$ cat src/rtl/ofs_seq_pkg.sv
package ofs_seq_pkg;

    typedef enum logic {
        SEL_EMPTY = 1'b0,
        SEL_FULL  = 1'b1
    } ofs_sel_e;

    typedef enum logic [2:0] {
        OP_PASS      = 3'd0,
        OP_HOLD      = 3'd1,
        OP_LOAD_WR   = 3'd2,
        OP_LOAD_RD   = 3'd3,
        OP_LOAD_BOTH = 3'd4
    } ofs_op_e;

    localparam int unsigned NUM_OFS = 2;

endpackage

$ cat src/rtl/ofs_op_decode.sv
module ofs_op_decode
    import ofs_seq_pkg::*;
(
    input  logic    load_n,
    input  logic    wr_en_n,
    input  logic    rd_en_n,
    output ofs_op_e op,
    output logic    fifo_wr_req,
    output logic    fifo_rd_req
);

    always_comb begin
        if (load_n) begin
            op = OP_PASS;
        end else begin
            unique case ({wr_en_n, rd_en_n})
                2'b00:   op = OP_LOAD_BOTH;
                2'b01:   op = OP_LOAD_WR;
                2'b10:   op = OP_LOAD_RD;
                default: op = OP_HOLD;
            endcase
        end
    end

    always_comb begin
        fifo_wr_req = (op == OP_PASS) && !wr_en_n;
        fifo_rd_req = (op == OP_PASS) && !rd_en_n;
    end

endmodule

$ cat src/rtl/ofs_sel_fsm.sv
module ofs_sel_fsm
    import ofs_seq_pkg::*;
(
    input  logic     clk,
    input  logic     rst_n,
    input  ofs_op_e  op,
    output ofs_sel_e sel,
    output logic     wr_hit,
    output logic     rd_hit
);

    ofs_sel_e state_q, state_d;
    logic     step;

    // state register
    always_ff @(posedge clk) begin
        if (!rst_n) state_q <= SEL_EMPTY;
        else        state_q <= state_d;
    end

    // next state and per-cycle access outputs
    always_comb begin
        step   = 1'b0;
        wr_hit = 1'b0;
        rd_hit = 1'b0;
        unique case (op)
            OP_LOAD_WR:   begin step = 1'b1; wr_hit = 1'b1; end
            OP_LOAD_RD:   begin step = 1'b1; rd_hit = 1'b1; end
            OP_LOAD_BOTH: begin step = 1'b1; wr_hit = 1'b1; rd_hit = 1'b1; end
            default:      step = 1'b0;
        endcase
        state_d = state_q;
        if (step) begin
            unique case (state_q)
                SEL_EMPTY: state_d = SEL_FULL;
                SEL_FULL:  state_d = SEL_EMPTY;
            endcase
        end
    end

    assign sel = state_q;

endmodule

$ cat src/rtl/ofs_bank.sv
module ofs_bank
    import ofs_seq_pkg::*;
#(
    parameter int unsigned OFS_W     = 16,
    parameter int unsigned RESET_OFS = 127
) (
    input  logic             clk,
    input  logic             rst_n,
    input  logic             wr_hit,
    input  ofs_sel_e         sel,
    input  logic [OFS_W-1:0] wdata,
    output logic [OFS_W-1:0] ae_ofs,
    output logic [OFS_W-1:0] af_ofs,
    output logic [OFS_W-1:0] sel_ofs
);

    localparam logic [OFS_W-1:0] RST_VAL = OFS_W'(RESET_OFS);

    logic [OFS_W-1:0] ofs_q [NUM_OFS];

    for (genvar i = 0; i < NUM_OFS; i++) begin : g_reg
        always_ff @(posedge clk) begin
            if (!rst_n)
                ofs_q[i] <= RST_VAL;
            else if (wr_hit && (int'(sel) == i))
                ofs_q[i] <= wdata;
        end
    end

    assign ae_ofs  = ofs_q[int'(SEL_EMPTY)];
    assign af_ofs  = ofs_q[int'(SEL_FULL)];
    assign sel_ofs = (sel == SEL_FULL) ? af_ofs : ae_ofs;

endmodule

$ cat src/rtl/ofs_readback.sv
module ofs_readback #(
    parameter int unsigned DATA_W = 18,
    parameter int unsigned OFS_W  = 16
) (
    input  logic              clk,
    input  logic              rst_n,
    input  logic              rd_hit,
    input  logic [OFS_W-1:0]  sel_ofs,
    output logic [DATA_W-1:0] dout
);

    localparam int unsigned PAD_W = DATA_W - OFS_W;

    always_ff @(posedge clk) begin
        if (!rst_n)      dout <= '0;
        else if (rd_hit) dout <= {{PAD_W{1'b0}}, sel_ofs};
    end

endmodule

$ cat src/rtl/almost_ofs_seq.sv
module almost_ofs_seq
    import ofs_seq_pkg::*;
#(
    parameter int unsigned DATA_W    = 18,
    parameter int unsigned OFS_W     = 16,
    parameter int unsigned RESET_OFS = 127
) (
    input  logic              clk,
    input  logic              rst_n,
    input  logic              load_n,
    input  logic              wr_en_n,
    input  logic              rd_en_n,
    input  logic [DATA_W-1:0] din,
    output logic [DATA_W-1:0] dout,
    output logic [OFS_W-1:0]  ae_ofs,
    output logic [OFS_W-1:0]  af_ofs,
    output logic              fifo_wr_req,
    output logic              fifo_rd_req
);

    ofs_op_e          op;
    ofs_sel_e         sel_q;
    logic             wr_hit, rd_hit;
    logic [OFS_W-1:0] sel_ofs;

    ofs_op_decode u_dec (
        .load_n      (load_n),
        .wr_en_n     (wr_en_n),
        .rd_en_n     (rd_en_n),
        .op          (op),
        .fifo_wr_req (fifo_wr_req),
        .fifo_rd_req (fifo_rd_req)
    );

    ofs_sel_fsm u_fsm (
        .clk    (clk),
        .rst_n  (rst_n),
        .op     (op),
        .sel    (sel_q),
        .wr_hit (wr_hit),
        .rd_hit (rd_hit)
    );

    ofs_bank #(.OFS_W(OFS_W), .RESET_OFS(RESET_OFS)) u_bank (
        .clk     (clk),
        .rst_n   (rst_n),
        .wr_hit  (wr_hit),
        .sel     (sel_q),
        .wdata   (din[OFS_W-1:0]),
        .ae_ofs  (ae_ofs),
        .af_ofs  (af_ofs),
        .sel_ofs (sel_ofs)
    );

    ofs_readback #(.DATA_W(DATA_W), .OFS_W(OFS_W)) u_rb (
        .clk     (clk),
        .rst_n   (rst_n),
        .rd_hit  (rd_hit),
        .sel_ofs (sel_ofs),
        .dout    (dout)
    );

endmodule

$ cat config.mk
export PLATFORM = sky130hd
export DESIGN_NAME = almost_ofs_seq
export DESIGN_NICKNAME = d
export VERILOG_FILES = /design/src/rtl/ofs_seq_pkg.sv /design/src/rtl/ofs_op_decode.sv /design/src/rtl/ofs_sel_fsm.sv /design/src/rtl/ofs_bank.sv /design/src/rtl/ofs_readback.sv /design/src/rtl/almost_ofs_seq.sv
export SDC_FILE = /design/constraint.sdc
export NUM_CORES = 1
export LEC_CHECK = 0
export ABC_AREA = 1
export BUFFER_PORTS_ARGS = -buffer_cell sky130_fd_sc_hd__buf_2
export CORE_ASPECT_RATIO = 0.9
export CORE_UTILIZATION = 55
export DETAILED_ROUTE_END_ITERATION = 8
export GPL_ROUTABILITY_DRIVEN = 1
export MAX_ROUTING_LAYER = met4
export PLACE_DENSITY = 0.85
export SLEW_MARGIN = 20
export SYNTH_ARGS = -nofsm -noshare
export SYNTH_HDL_FRONTEND = slang
export SYNTH_SLANG_ARGS = --single-unit
$ cat constraint.sdc
create_clock -name clk -period 3.2 [get_ports clk]
set_clock_uncertainty 0.15 [all_clocks]
set_input_delay 0.16 -clock clk [delete_from_list [all_inputs] [get_ports clk]]
set_output_delay 0.16 -clock clk [all_outputs]
set_load 0.01 [all_outputs]
# --- Yosys cells after proc, flatten, opt, wreduce, memory -nomap -nowiden ---
# Memories as Yosys holds them, arrays and structs flattened.
# Index checks and enable logic that the tools add are counted.
totals:
  mem_bits_rw: 32
  mem_count: 1
  wordCells: 39
  ff_bits: 17
  in_bits: 23
classes:
  n_bitwise: 4
  n_eq_ne: 5
  reduce_logical: 11
  n_mux: 16
mem_list:
  columns: ["memory", "words", "word_bits", "read_ports", "rd_ports_with_merged_regs", "write_ports", "line_no", "text"]
  rows:
  - ["u_bank.ofs_q", 2, 16, 2, 0, 2, "ofs_bank.sv:19", "logic [OFS_W-1:0] ofs_q [NUM_OFS];"]
ops:
  columns: ["operator", "n"]
  rows:
  - ["16-bit two-way mux", 3]
  - ["1-bit two-way mux", 10]
  - ["3-bit one-hot mux with 3 select lines", 1]
  - ["3-bit by 2-bit == test with 1-bit output (second input constant)", 2]
  - ["1-bit logical AND", 4]
  - ["2-bit OR reduction", 2]
  - ["3-bit == test (second input constant)", 1]
  - ["3-bit logical NOT", 1]
  - ["3-bit two-way mux", 1]
  - ["3-bit OR reduction", 1]
  - ["2-bit by 1-bit == test with 1-bit output (second input constant)", 1]
  - ["2-bit == test (second input constant)", 1]
  - ["1-bit logical NOT", 2]
  - ["2-bit logical NOT", 1]
  - ["1-bit NOT", 2]
  - ["1-bit OR", 2]
  - ["1-bit one-hot mux with 2 select lines", 1]

# --- Longest topological paths before layout ---
# Gate-level depths: netlist of the first run.
depth:
  depth_word: 11
  depth_mapped: 9

# --- Hierarchy ---
# Synthesis of the first run repeated with hierarchy kept, for this count alone.
hier_totals:
  hier_cells: 274
  hier_area_um2: 2382.3
modules_own_cells:
  columns: ["module", "cells_each", "n_inst", "area_each_um2", "seq_area_each_um2"]
  rows:
  - ["ofs_bank", 143, 1, 1530.2, 960.9]
  - ["ofs_readback", 104, 1, 693.2, 320.3]
  - ["ofs_sel_fsm", 13, 1, 80.1, 20.0]
  - ["ofs_op_decode", 14, 1, 78.8, 0.0]

# --- Worst setup path before layout of the first run ---
# Ideal clock, no wire load.
synth_timing:
  path_type: "input port to flip-flop"
  startpoint: "in wr_en_n"
  endpoint: "mem u_bank.ofs_q[0][0], enable pin"
  t_arrival_ps: 1386
  setup_time_ps: 372
  required_ps: 2678
  stages: 7
  path_slack_ps: 1292
  path_cell_list: "inv_1 > ha_1 > nor2_2 > nand3_4 > o21ai_4 > nand2_1 > nand2_1"
synth_lines:
  columns: ["item", "line_no", "text"]
  rows:
  - ["from (decl)", "almost_ofs_seq.sv:11", "input logic wr_en_n,"]
  - ["to (decl)", "ofs_bank.sv:19", null]

==> results of run 1 <==
-- state kept, by name (all words and copies together) (netlist names) --
| signal | cells |
|---|---|
| u_rb.dout | 16 |
| u_bank.ofs_q | 32 |
| u_fsm.sel | 1 |
-- final timing paths --
| check | end | slack, ns | cells past startpoint |
|---|---|---|---|
| setup / recovery | u_bank.ofs_q[0][14] | 1.10 | 4 |
| setup reg to reg | u_bank.ofs_q[0][14] | 1.10 | 4 |
| hold reg to reg | u_rb.dout[9] | 0.40 | 4 |
| hold / removal | u_bank.ofs_q[1][0] | 0.01 | 3 |
-- synthesized netlist by cell type, types with 2 or more instances --
cell / instances
buf_6: 6
inv_1: 38
nand3_1: 14
ha_1: 3
nand3_2: 5
edfxtp_1: 32
nand4_1: 14
nand4_4: 2
inv_2: 2
nand2_1: 71
dfxtp_1: 17
buf_4: 3
a21oi_1: 17
clkbuf_1: 2
nor2_1: 38
buf_2: 7
-- area by class of cell --
cell class	count	share of cell area, %
repair buffers	73	13.2
multi-input cells	171	30.0
flip-flops and latches	49	46.0
well taps	60	2.65
clock inverters	1	0.177
inverters	40	5.31
clock buffers	7	2.70
-- worst max-delay path, stage by stage (launching register included) --
cell	delay (ns)
dfxtp_1	0.30
buf_4	0.22
inv_2	0.40
nand2_1	0.10
nand2_1	0.55
-- metal layers --
| layer | part of all wire, % | track usage [%] | vias up |
|---|---|---|---|
| met5 | 0 | - | - |
| met4 | 1.5 | 10.3 | 0 |
| met3 | 6.7 | 5.91 | 8 |
| met2 | 49 | 36.0 | 77 |
| met1 | 42 | 28.3 | 880 |
| li1 | - | - | 1003 |
-- through the flow --
step                area, um^2  util, %
global route              2830     68.0
global placement          2750     66.1
floorplan                 2430        -
CTS                       2830     68.0
detailed placement        2750     66.1
finish                    2830     68.0
-- cell families after synthesis --
logic type / count (synthesis)
buffers and inverters: 58
AOI/OAI and AO/OA: 18
other: 1
adders and majority gates: 3
DFF: 49
and+or+nand+nor: 148
-- power groups by stage --
stage	registers [mW]	clock network [mW]	logic [mW]
global route	0.728	0.373	0.241
detailed placement	0.739	0	0.215
finish	0.724	0.338	0.216
CTS	0.724	0.346	0.217
global placement	0.737	0	0.210
floorplan	0.753	0	0.138
==> reports/metrics.csv, run 1 <==
metric;value;unit
hpwl dp;3340;um
Slew @ Worst Pin;0.718;ns
number of global-route vias before repair;1732;
final hold violation count;0;
layout cell share with drive strength beyond 1;27.3;%
Post-CTS Resized;0;
grt ovf;0;
footprint of the multi-input gates;847;um^2
WS Path Type;reg2reg;
Synth Cell Area;2430;um^2
die height;65.0;um
post-synth cell types;22;
Total GRT Usage;23.0;%
Core Area;4160;um^2
Hold Path Class;in2reg;
DRT iter0 DRCs;127;
largest cells by area after synthesis;edfxtp_1, dfxtp_1, nand2_1, inv_1, nor2_1;
first-pass GRT wire length;7840;um
worst-path maximum fanout;27;
time the worst path needs with I/O delays and setup;2.10;ns
Root Driver;clkbuf_8;
WL final;4920;um
Lkg Pwr;1.39;nW
pins over their slew limit;0;
number of port buffers;70;
Nets;366;
Int Pwr;0.935;mW
largest net degree at the start of global routing;35;
share of power burned in registers;56.6;%
PwrDens;452;nW/um^2
ANT nets after route;0;
Final Power;1.28;mW
dpl cells;393;
Comb pwr share;16.9;%
Crit. Startpoint;u_fsm.sel;
crit start category;flip-flop;
setup tns final;0;ns
commonest non-fill, non-tap cells in the layout;nand2_1, buf_2, inv_1, nor2_1, edfxtp_1;
number of fill cells;358;
fin crit share;65.7;%
status;complete, no violations;
GPL Wtd Cong;0.876;
Synth Area in Compound Gates;4.18;%
sequential area share after synthesis;53.6;%
ys flop type;edfxtp_1;
final std cells w/o fill;401;
Min Hold Slack;0.0115;ns
clock share of power;26.4;%
hold path start;din[0];
CP endpoint kind;flip-flop;
Synth async-reset ratio;0;%
Num CTS Buffers;5;
vias;1968;
Residual DRC;0;
number of synthesized flops with an enable pin;32;
number of clock sinks;49;
Adder-Cell Fraction of Synth Area;1.55;%
Die ar.;4680;um^2
# rows;22;
pre-CTS setup slack;0.824;ns
Avg Inst Size Synth;8.76;um^2
Final setup viols;0;
switching power of the nets;0.343;mW
beginning of the worst register-to-register path;u_fsm.sel;
setup repair after global routing missed its margin;no;
IO Count;75;
cts hold-fix bufs;0;
CTS Buffer Depth;2;
DR vias/cell;4.91;
Synth top area share;39.6;%
CP required;2.97;ns
max capacitance violation total;0;
Ys Warns;0;
H-tree levels;2;
multiplexer share of the synthesized area;0;%
die width;72.0;um
simple-gate share of the synthesized area;28.9;%
Clk pin slew, worst setup/hold paths;0.08;ns
Area growth, synth to finish;16.5;%
Achievable Freq;476;MHz
dominant cell type by area after synthesis;edfxtp_1;
largest family of logic cells by synthesized area;simple AND/OR/NAND/NOR gates;
starting density of the core;58.4;%
relative slew slack;52.0;%
Peak supply drop;0.000311;V
routed wire length per instance;12.3;um
Net Sw Frac;26.8;%
Antenna diodes;0;
number of synthesized register bits;49;
Mapped Cells;277;
antenna violations before repair;0;
post-route setup slack;1.10;ns
CTS tree;done;
Worst-Skew Late Latency;0.29;ns
Detailed Routing Iterations Pass 1;6;
Setup Buffers After CTS;0;
Worst EP arrival;1.88;ns
most common cell after layout, fill and taps aside;nand2_1;
xor/xnor cell area share of the yosys netlist;0;%
register area;1300;um^2
No activity file was read; power rests on OpenSTA's default activity.
==> run 2, diff against run 1 <==
Settings changed: CORE_UTILIZATION 55 to 46, PLACE_DENSITY 0.85 to 0.76.
Clock period 3.2 ns to 1.72 ns, I/O delays scaled along.
==> run 2 against run 1 <==
Net effect: register-to-register slack lost 0.73 ns; sequential cell count is the same; critical path depth grew 5; sequential power grew 86%; clock power grew 150%; die area grew 19%.
==> reports/metrics.csv, run 2 (synthesis gave the netlist of run 1 again) <==
metric;value;unit;change
antenna violations before repair;0;;unchanged
starting density of the core;49.0;%;was 58.4%
worst-path maximum fanout;12;;was 27
PwrDens;841;nW/um^2;was 452 nW/um^2
pre-CTS setup slack;0.00514;ns;was 0.824 ns
CP endpoint;u_bank.ofs_q[0][2];;was u_bank.ofs_q[0][14]
Final setup viols;0;;unchanged
reg2reg setup slack;0.37;ns;was 1.10 ns
CP endpoint kind;flip-flop;;unchanged
setup repair after global routing missed its margin;no;;unchanged
max capacitance violation total;0;;unchanged
reg2reg path depth;6;;was 4
design area;3170;um^2;was 2830 um^2
Hold Path Class;in2reg;;unchanged
time the worst path needs with I/O delays and setup;1.41;ns;
WL final;5250;um;was 4920 um
DRT iter0 DRCs;173;;was 127
Clk pin slew, worst setup/hold paths;0.09;ns;was 0.08 ns
setup tns final;0;ns;unchanged
Residual DRC;0;;unchanged
share of power burned in registers;50.4;%;was 56.6%
Crit. Startpoint;rd_en_n;;was u_fsm.sel
Total GRT Usage;20.9;%;was 23.0%
number of global-route vias before repair;1965;;was 1732
Largest Register;u_bank.ofs_q;;unchanged
pins over their slew limit;0;;unchanged
footprint of the multi-input gates;852;um^2;was 847 um^2
Worst EP arrival;1.28;ns;was 1.88 ns
WS Path Type;in2reg;;was reg2reg
post-route setup slack;0.310;ns;was 1.10 ns
status;complete, no violations;;unchanged
Int Pwr;1.96;mW;was 0.935 mW
CTS Buffer Depth;2;;unchanged
Min Hold Slack;0.0866;ns;was 0.0115 ns
register area;1300;um^2;unchanged
layout cell share with drive strength beyond 1;29.5;%;was 27.3%
routed wire length per instance;12.1;um;was 12.3 um
DR vias/cell;4.79;;was 4.91
Net Sw Frac;26.6;%;was 26.8%
number of port buffers;70;;unchanged
GPL Wtd Cong;0.853;;was 0.876
worst flop-to-flop path endpoint;u_rb.dout[6];;was u_bank.ofs_q[0][14]
Lkg Pwr;1.55;nW;was 1.39 nW
Setup Buffers After CTS;0;;unchanged
Area growth, synth to finish;30.8;%;was 16.5%
crit start category;input port;;was flip-flop
worst hold path depth;3;;unchanged
# rows;24;;was 22
Comb pwr share;17.9;%;was 16.9%
dpl cells;410;;was 393
die width;78.6;um;was 72.0 um
Detailed Routing Iterations Pass 1;4;;was 6
clock share of power;31.6;%;was 26.4%
final std cells w/o fill;434;;was 401
final core occ;64.1;%;was 68.0%
beginning of the worst register-to-register path;u_fsm.sel;;unchanged
Root Driver;clkbuf_8;;unchanged
fin crit share;82.0;%;
die height;70.9;um;was 65.0 um
number of clock sinks;49;;unchanged
Worst-Skew Late Latency;0.30;ns;was 0.29 ns
grt ovf;0;;unchanged
hpwl dp;3750;um;was 3340 um
ANT nets after route;0;;unchanged
switching power of the nets;0.711;mW;was 0.343 mW
H-tree levels;2;;unchanged
Num CTS Buffers;5;;unchanged
number of fill cells;418;;was 358
Antenna diodes;0;;unchanged
Peak supply drop;0.000650;V;was 0.000311 V
max FFs per register;32;;unchanged
final hold violation count;0;;unchanged
first-pass GRT wire length;8690;um;was 7840 um
commonest non-fill, non-tap cells in the layout;buf_2, nand2_1, inv_1, nor2_1, edfxtp_1;;was nand2_1, buf_2, inv_1, nor2_1, edfxtp_1
largest net degree at the start of global routing;35;;unchanged
CTS tree;done;;unchanged
Core Area;4950;um^2;was 4160 um^2
most common cell after layout, fill and taps aside;buf_2;;was nand2_1
CP required;1.59;ns;was 2.97 ns
Nets;394;;was 366
vias;2080;;was 1968
Die ar.;5570;um^2;was 4680 um^2
IO Count;75;;unchanged
Final Power;2.67;mW;was 1.28 mW
Achievable Freq;709;MHz;
Placed Area;2900;um^2;was 2750 um^2
run 2: cell types whose count changed in the layout (fill, tap and decap cells not counted):
cell           delta
nand2_2           +2
buf_12            +4
clkinv_2          -1
dlygate4sd3_1    +16
inv_6             +2
nand2_1           -2
clkbuf_1          -2
bufinv_16         +1
buf_4             +8
run 2: worst min-delay path by stage:
stage                     startpoint                 end  slack [ns]
after floorplan              rd_en_n         fifo_rd_req        0.07
after global placement        din[5]  u_bank.ofs_q[1][5]        0.23
after detailed placement      din[0]  u_bank.ofs_q[0][0]        0.24
after CTS                      rst_n        u_rb.dout[0]        0.08
after global routing           rst_n        u_rb.dout[1]        0.10
final                          rst_n        u_rb.dout[0]        0.09
run 2: routing by layer:
metal / track usage (%) / wire (um) / up-vias / share of wire (%)
met1: 25.7 / 2300 / 948 / 44
li1: - / - / 1062 / -
met4: 8.64 / 87 / 0 / 1.7
met2: 32.9 / 2580 / 61 / 49
met3: 5.03 / 280 / 9 / 5.3
met5: - / 0 / - / 0
run 2: what timing repair did:
action	4_1_cts	5_1_grt
gates resized for setup	0	0
hold buffers	16	0
hold endpoints to repair	32	0
run 2: layout make-up:
type                       instances  area share [%]
clock buffer                       5            2.17
timing repair buffer             101            21.2
sequential                        49            41.0
tap                               65            2.56
inverter                          40            4.73
multi-input combinational        171            26.8
clock inverter                     3            1.50
run 2: power groups by stage:
stage          Sequential, mW  Clock (mW)  Combinational [mW]
2_1_floorplan            1.40           0               0.258
3_3_place_gp             1.37           0               0.440
3_5_place_dp             1.37           0               0.450
4_1_cts                  1.35       0.849               0.480
5_1_grt                  1.35       0.904               0.537
6_report                 1.35       0.844               0.479
run 2: worst max-delay path, stage by stage:
cell	delay, ns
buf_2	0.10
inv_1	0.05
ha_1	0.32
nor2_2	0.19
nand3_4	0.10
o21ai_4	0.08
nand2_1	0.09
nand2_2	0.10
buf_12	0.15
==> run 3, diff against run 2 <==
Clock period 1.72 ns to 1.2 ns, I/O delays scaled along.
==> run 3 against run 2 <==
Net effect: the flow now finishes with violations (setup timing); via count rose by 12%; total power is 50% higher; combinational power is 91% higher; clock power up 36%; first-iteration DRC count is 8.1% lower; critical endpoint is now u_bank.ofs_q[1][4].
==> reports/metrics.csv, run 3 (synthesis gave the netlist of run 1 again) <==
metric;value;unit;change
Antenna diodes;0;;unchanged
Slowest-stage cell, CP;ha_4;;was ha_1
ANT nets after route;0;;unchanged
crit-path cells;buf_12 -> inv_12 -> ha_4 -> nand3_4 -> o21ai_4 -> buf_4 -> nand4_1;;was buf_2 -> inv_1 -> ha_1 -> nor2_2 -> nand3_4 -> o21ai_4 -> nand2_1 -> nand2_2 -> buf_12
reg2reg setup slack;-0.04;ns;was 0.37 ns
CP delay by family, top;buffers and inverters;;was simple AND/OR/NAND/NOR gates
final hold violation count;0;;unchanged
Peak supply drop;0.000956;V;was 0.000650 V
setup tns final;-2.31;ns;was 0 ns
layout cell share with drive strength beyond 1;42.3;%;was 29.5%
met2 Use GR;37.8;%;was 32.9%
Total GRT Usage;23.1;%;was 20.9%
Final setup viols;49;;was 0
Max stage delay on crit path;0.29;ns;was 0.32 ns
worst flop-to-flop path endpoint;u_bank.ofs_q[0][3];;was u_rb.dout[6]
share of power burned in registers;48.5;%;was 50.4%
PwrDens;1120;nW/um^2;was 841 nW/um^2
worst-path maximum fanout;4;;was 12
Hold Path Class;in2reg;;unchanged
Num CTS Buffers;5;;unchanged
die width;78.6;um;unchanged
Int Pwr;2.89;mW;was 1.96 mW
antenna violations before repair;0;;unchanged
pre-CTS setup slack;-0.475;ns;was 0.00514 ns
WS Path Type;in2reg;;unchanged
dpl cells;415;;was 410
Slew @ Worst Pin;0.737;ns;
number of clock sinks;49;;unchanged
Top Usage Layer GRT;met2;;unchanged
max capacitance violation total;0;;unchanged
Worst-Skew Late Latency;0.30;ns;about the same
Lkg Pwr;1.65;nW;was 1.55 nW
violated checks;setup timing;;
met1 usage;28.9;%;was 25.7%
Core Area;4950;um^2;unchanged
Worst Hold Path EP;u_fsm.sel;;was u_rb.dout[0]
hpwl dp;3720;um;was 3750 um
Root Driver;clkbuf_8;;unchanged
CTS Buffer Depth;2;;unchanged
CTS tree;done;;unchanged
Largest Register;u_bank.ofs_q;;unchanged
beginning of the worst register-to-register path;u_fsm.sel;;unchanged
DRT iter0 DRCs;159;;was 173
switching power of the nets;1.12;mW;was 0.711 mW
post-route setup slack;-0.0754;ns;was 0.310 ns
fin crit share;106;%;
Achievable Freq;784;MHz;
Bufs and invs on worst path;3;;unchanged
die height;70.9;um;unchanged
CP required;1.06;ns;was 1.59 ns
most common cell after layout, fill and taps aside;buf_2;;unchanged
status;finished with violations;;was complete, no violations
crit start category;input port;;unchanged
GR Util met3;4.26;%;was 5.03%
Net Sw Frac;28.0;%;was 26.6%
routed wire length per instance;15.3;um;was 12.1 um
Residual DRC;0;;unchanged
first-pass GRT wire length;9540;um;was 8690 um
final std cells w/o fill;446;;was 434
Worst EP arrival;1.13;ns;was 1.28 ns
Area growth, synth to finish;47.7;%;was 30.8%
CP endpoint kind;flip-flop;;unchanged
grt ovf;0;;unchanged
GPL Wtd Cong;0.837;;was 0.853
worst hold path depth;5;;was 3
relative slew slack;50.9;%;
Comb pwr share;22.8;%;was 17.9%
time the worst path needs with I/O delays and setup;1.28;ns;
reg2reg path depth;4;;was 6
DR vias/cell;5.20;;was 4.79
IO Count;75;;unchanged
WL final;6820;um;was 5250 um
number of port buffers;70;;unchanged
hold path start;load_n;;was rst_n
setup repair after global routing missed its margin;yes;;was no
largest net degree at the start of global routing;33;;was 35
starting density of the core;49.0;%;unchanged
Die ar.;5570;um^2;unchanged
Clk pin slew, worst setup/hold paths;0.08;ns;was 0.09 ns
clock share of power;28.7;%;was 31.6%
max FFs per register;32;;unchanged
Detailed Routing Iterations Pass 1;5;;was 4
number of global-route vias before repair;2022;;was 1965
commonest non-fill, non-tap cells in the layout;buf_2, nand2_1, inv_1;;was buf_2, nand2_1, inv_1, nor2_1, edfxtp_1
# rows;24;;unchanged
pins over their slew limit;0;;unchanged
H-tree levels;2;;unchanged
Nets;406;;was 394
vias;2321;;was 2080
Final Power;4.01;mW;was 2.67 mW
## run 3: power by group through the flow
stage | Combinational [mW] | Clock, mW | Sequential [mW]
2_1_floorplan | 0.410 | 0 | 2.01
3_3_place_gp | 0.665 | 0 | 1.97
3_5_place_dp | 0.680 | 0 | 1.97
4_1_cts | 0.782 | 1.15 | 1.93
5_1_grt | 0.996 | 1.21 | 1.95
6_report | 0.915 | 1.15 | 1.95
## run 3: per-layer routing
metal	vias to the layer above	share of wire (%)
met5	-	0
met4	0	3.3
met3	27	6.5
met2	113	49
met1	1086	41
li1	1095	-
## run 3: worst max-delay path by stage
stage,from,cells after the start,slack (ns),end
detailed placement,rd_en_n,8,-0.47,u_bank.ofs_q[1][11]
CTS,u_fsm.sel,6,0.001,u_rb.dout[1]
finish,rd_en_n,7,-0.08,u_bank.ofs_q[1][4]
global placement,rd_en_n,7,-0.42,u_bank.ofs_q[1][11]
floorplan,rd_en_n,7,-0.20,u_bank.ofs_q[0][0]
global route,rd_en_n,7,-0.11,u_bank.ofs_q[1][4]
## run 3: worst register-to-register path: cells and delay by family, from the launching register on
family                 cells  cell delay, ns
AND/OR/NAND/NOR            2            0.21
buffers and inverters      2            0.20
flip-flops                 1            0.39
## run 3: repair_timing
item	CTS	global route
hold buffers	16	0
setup endpoints to repair	80	78
endpoints found under the hold margin	32	0
gates cloned	3	1
resized for setup	18	48
setup buffers	1	2
pin swaps	4	6
## run 3: final cells by class
class / instances / area, um^2
clock buffers: 6 / 72.6
clock inverters: 2 / 33.8
fillers: 349 / 1370
inverters: 40 / 173
multi-input cells: 175 / 1130
flip-flops and latches: 49 / 1310
well taps: 65 / 81.3
repair buffers: 109 / 785
## run 3: stage by stage
step | cell area, um^2 | hold slack, ns | utilization (%)
after floorplan | 2540 | 0.0175 | -
after global placement | 2990 | 0.201 | 60.3
after detailed placement | 2990 | 0.206 | 60.3
after CTS | 3380 | 0.0595 | 68.2
after global routing | 3580 | 0.0982 | 72.3
final | 3580 | 0.0882 | 72.3
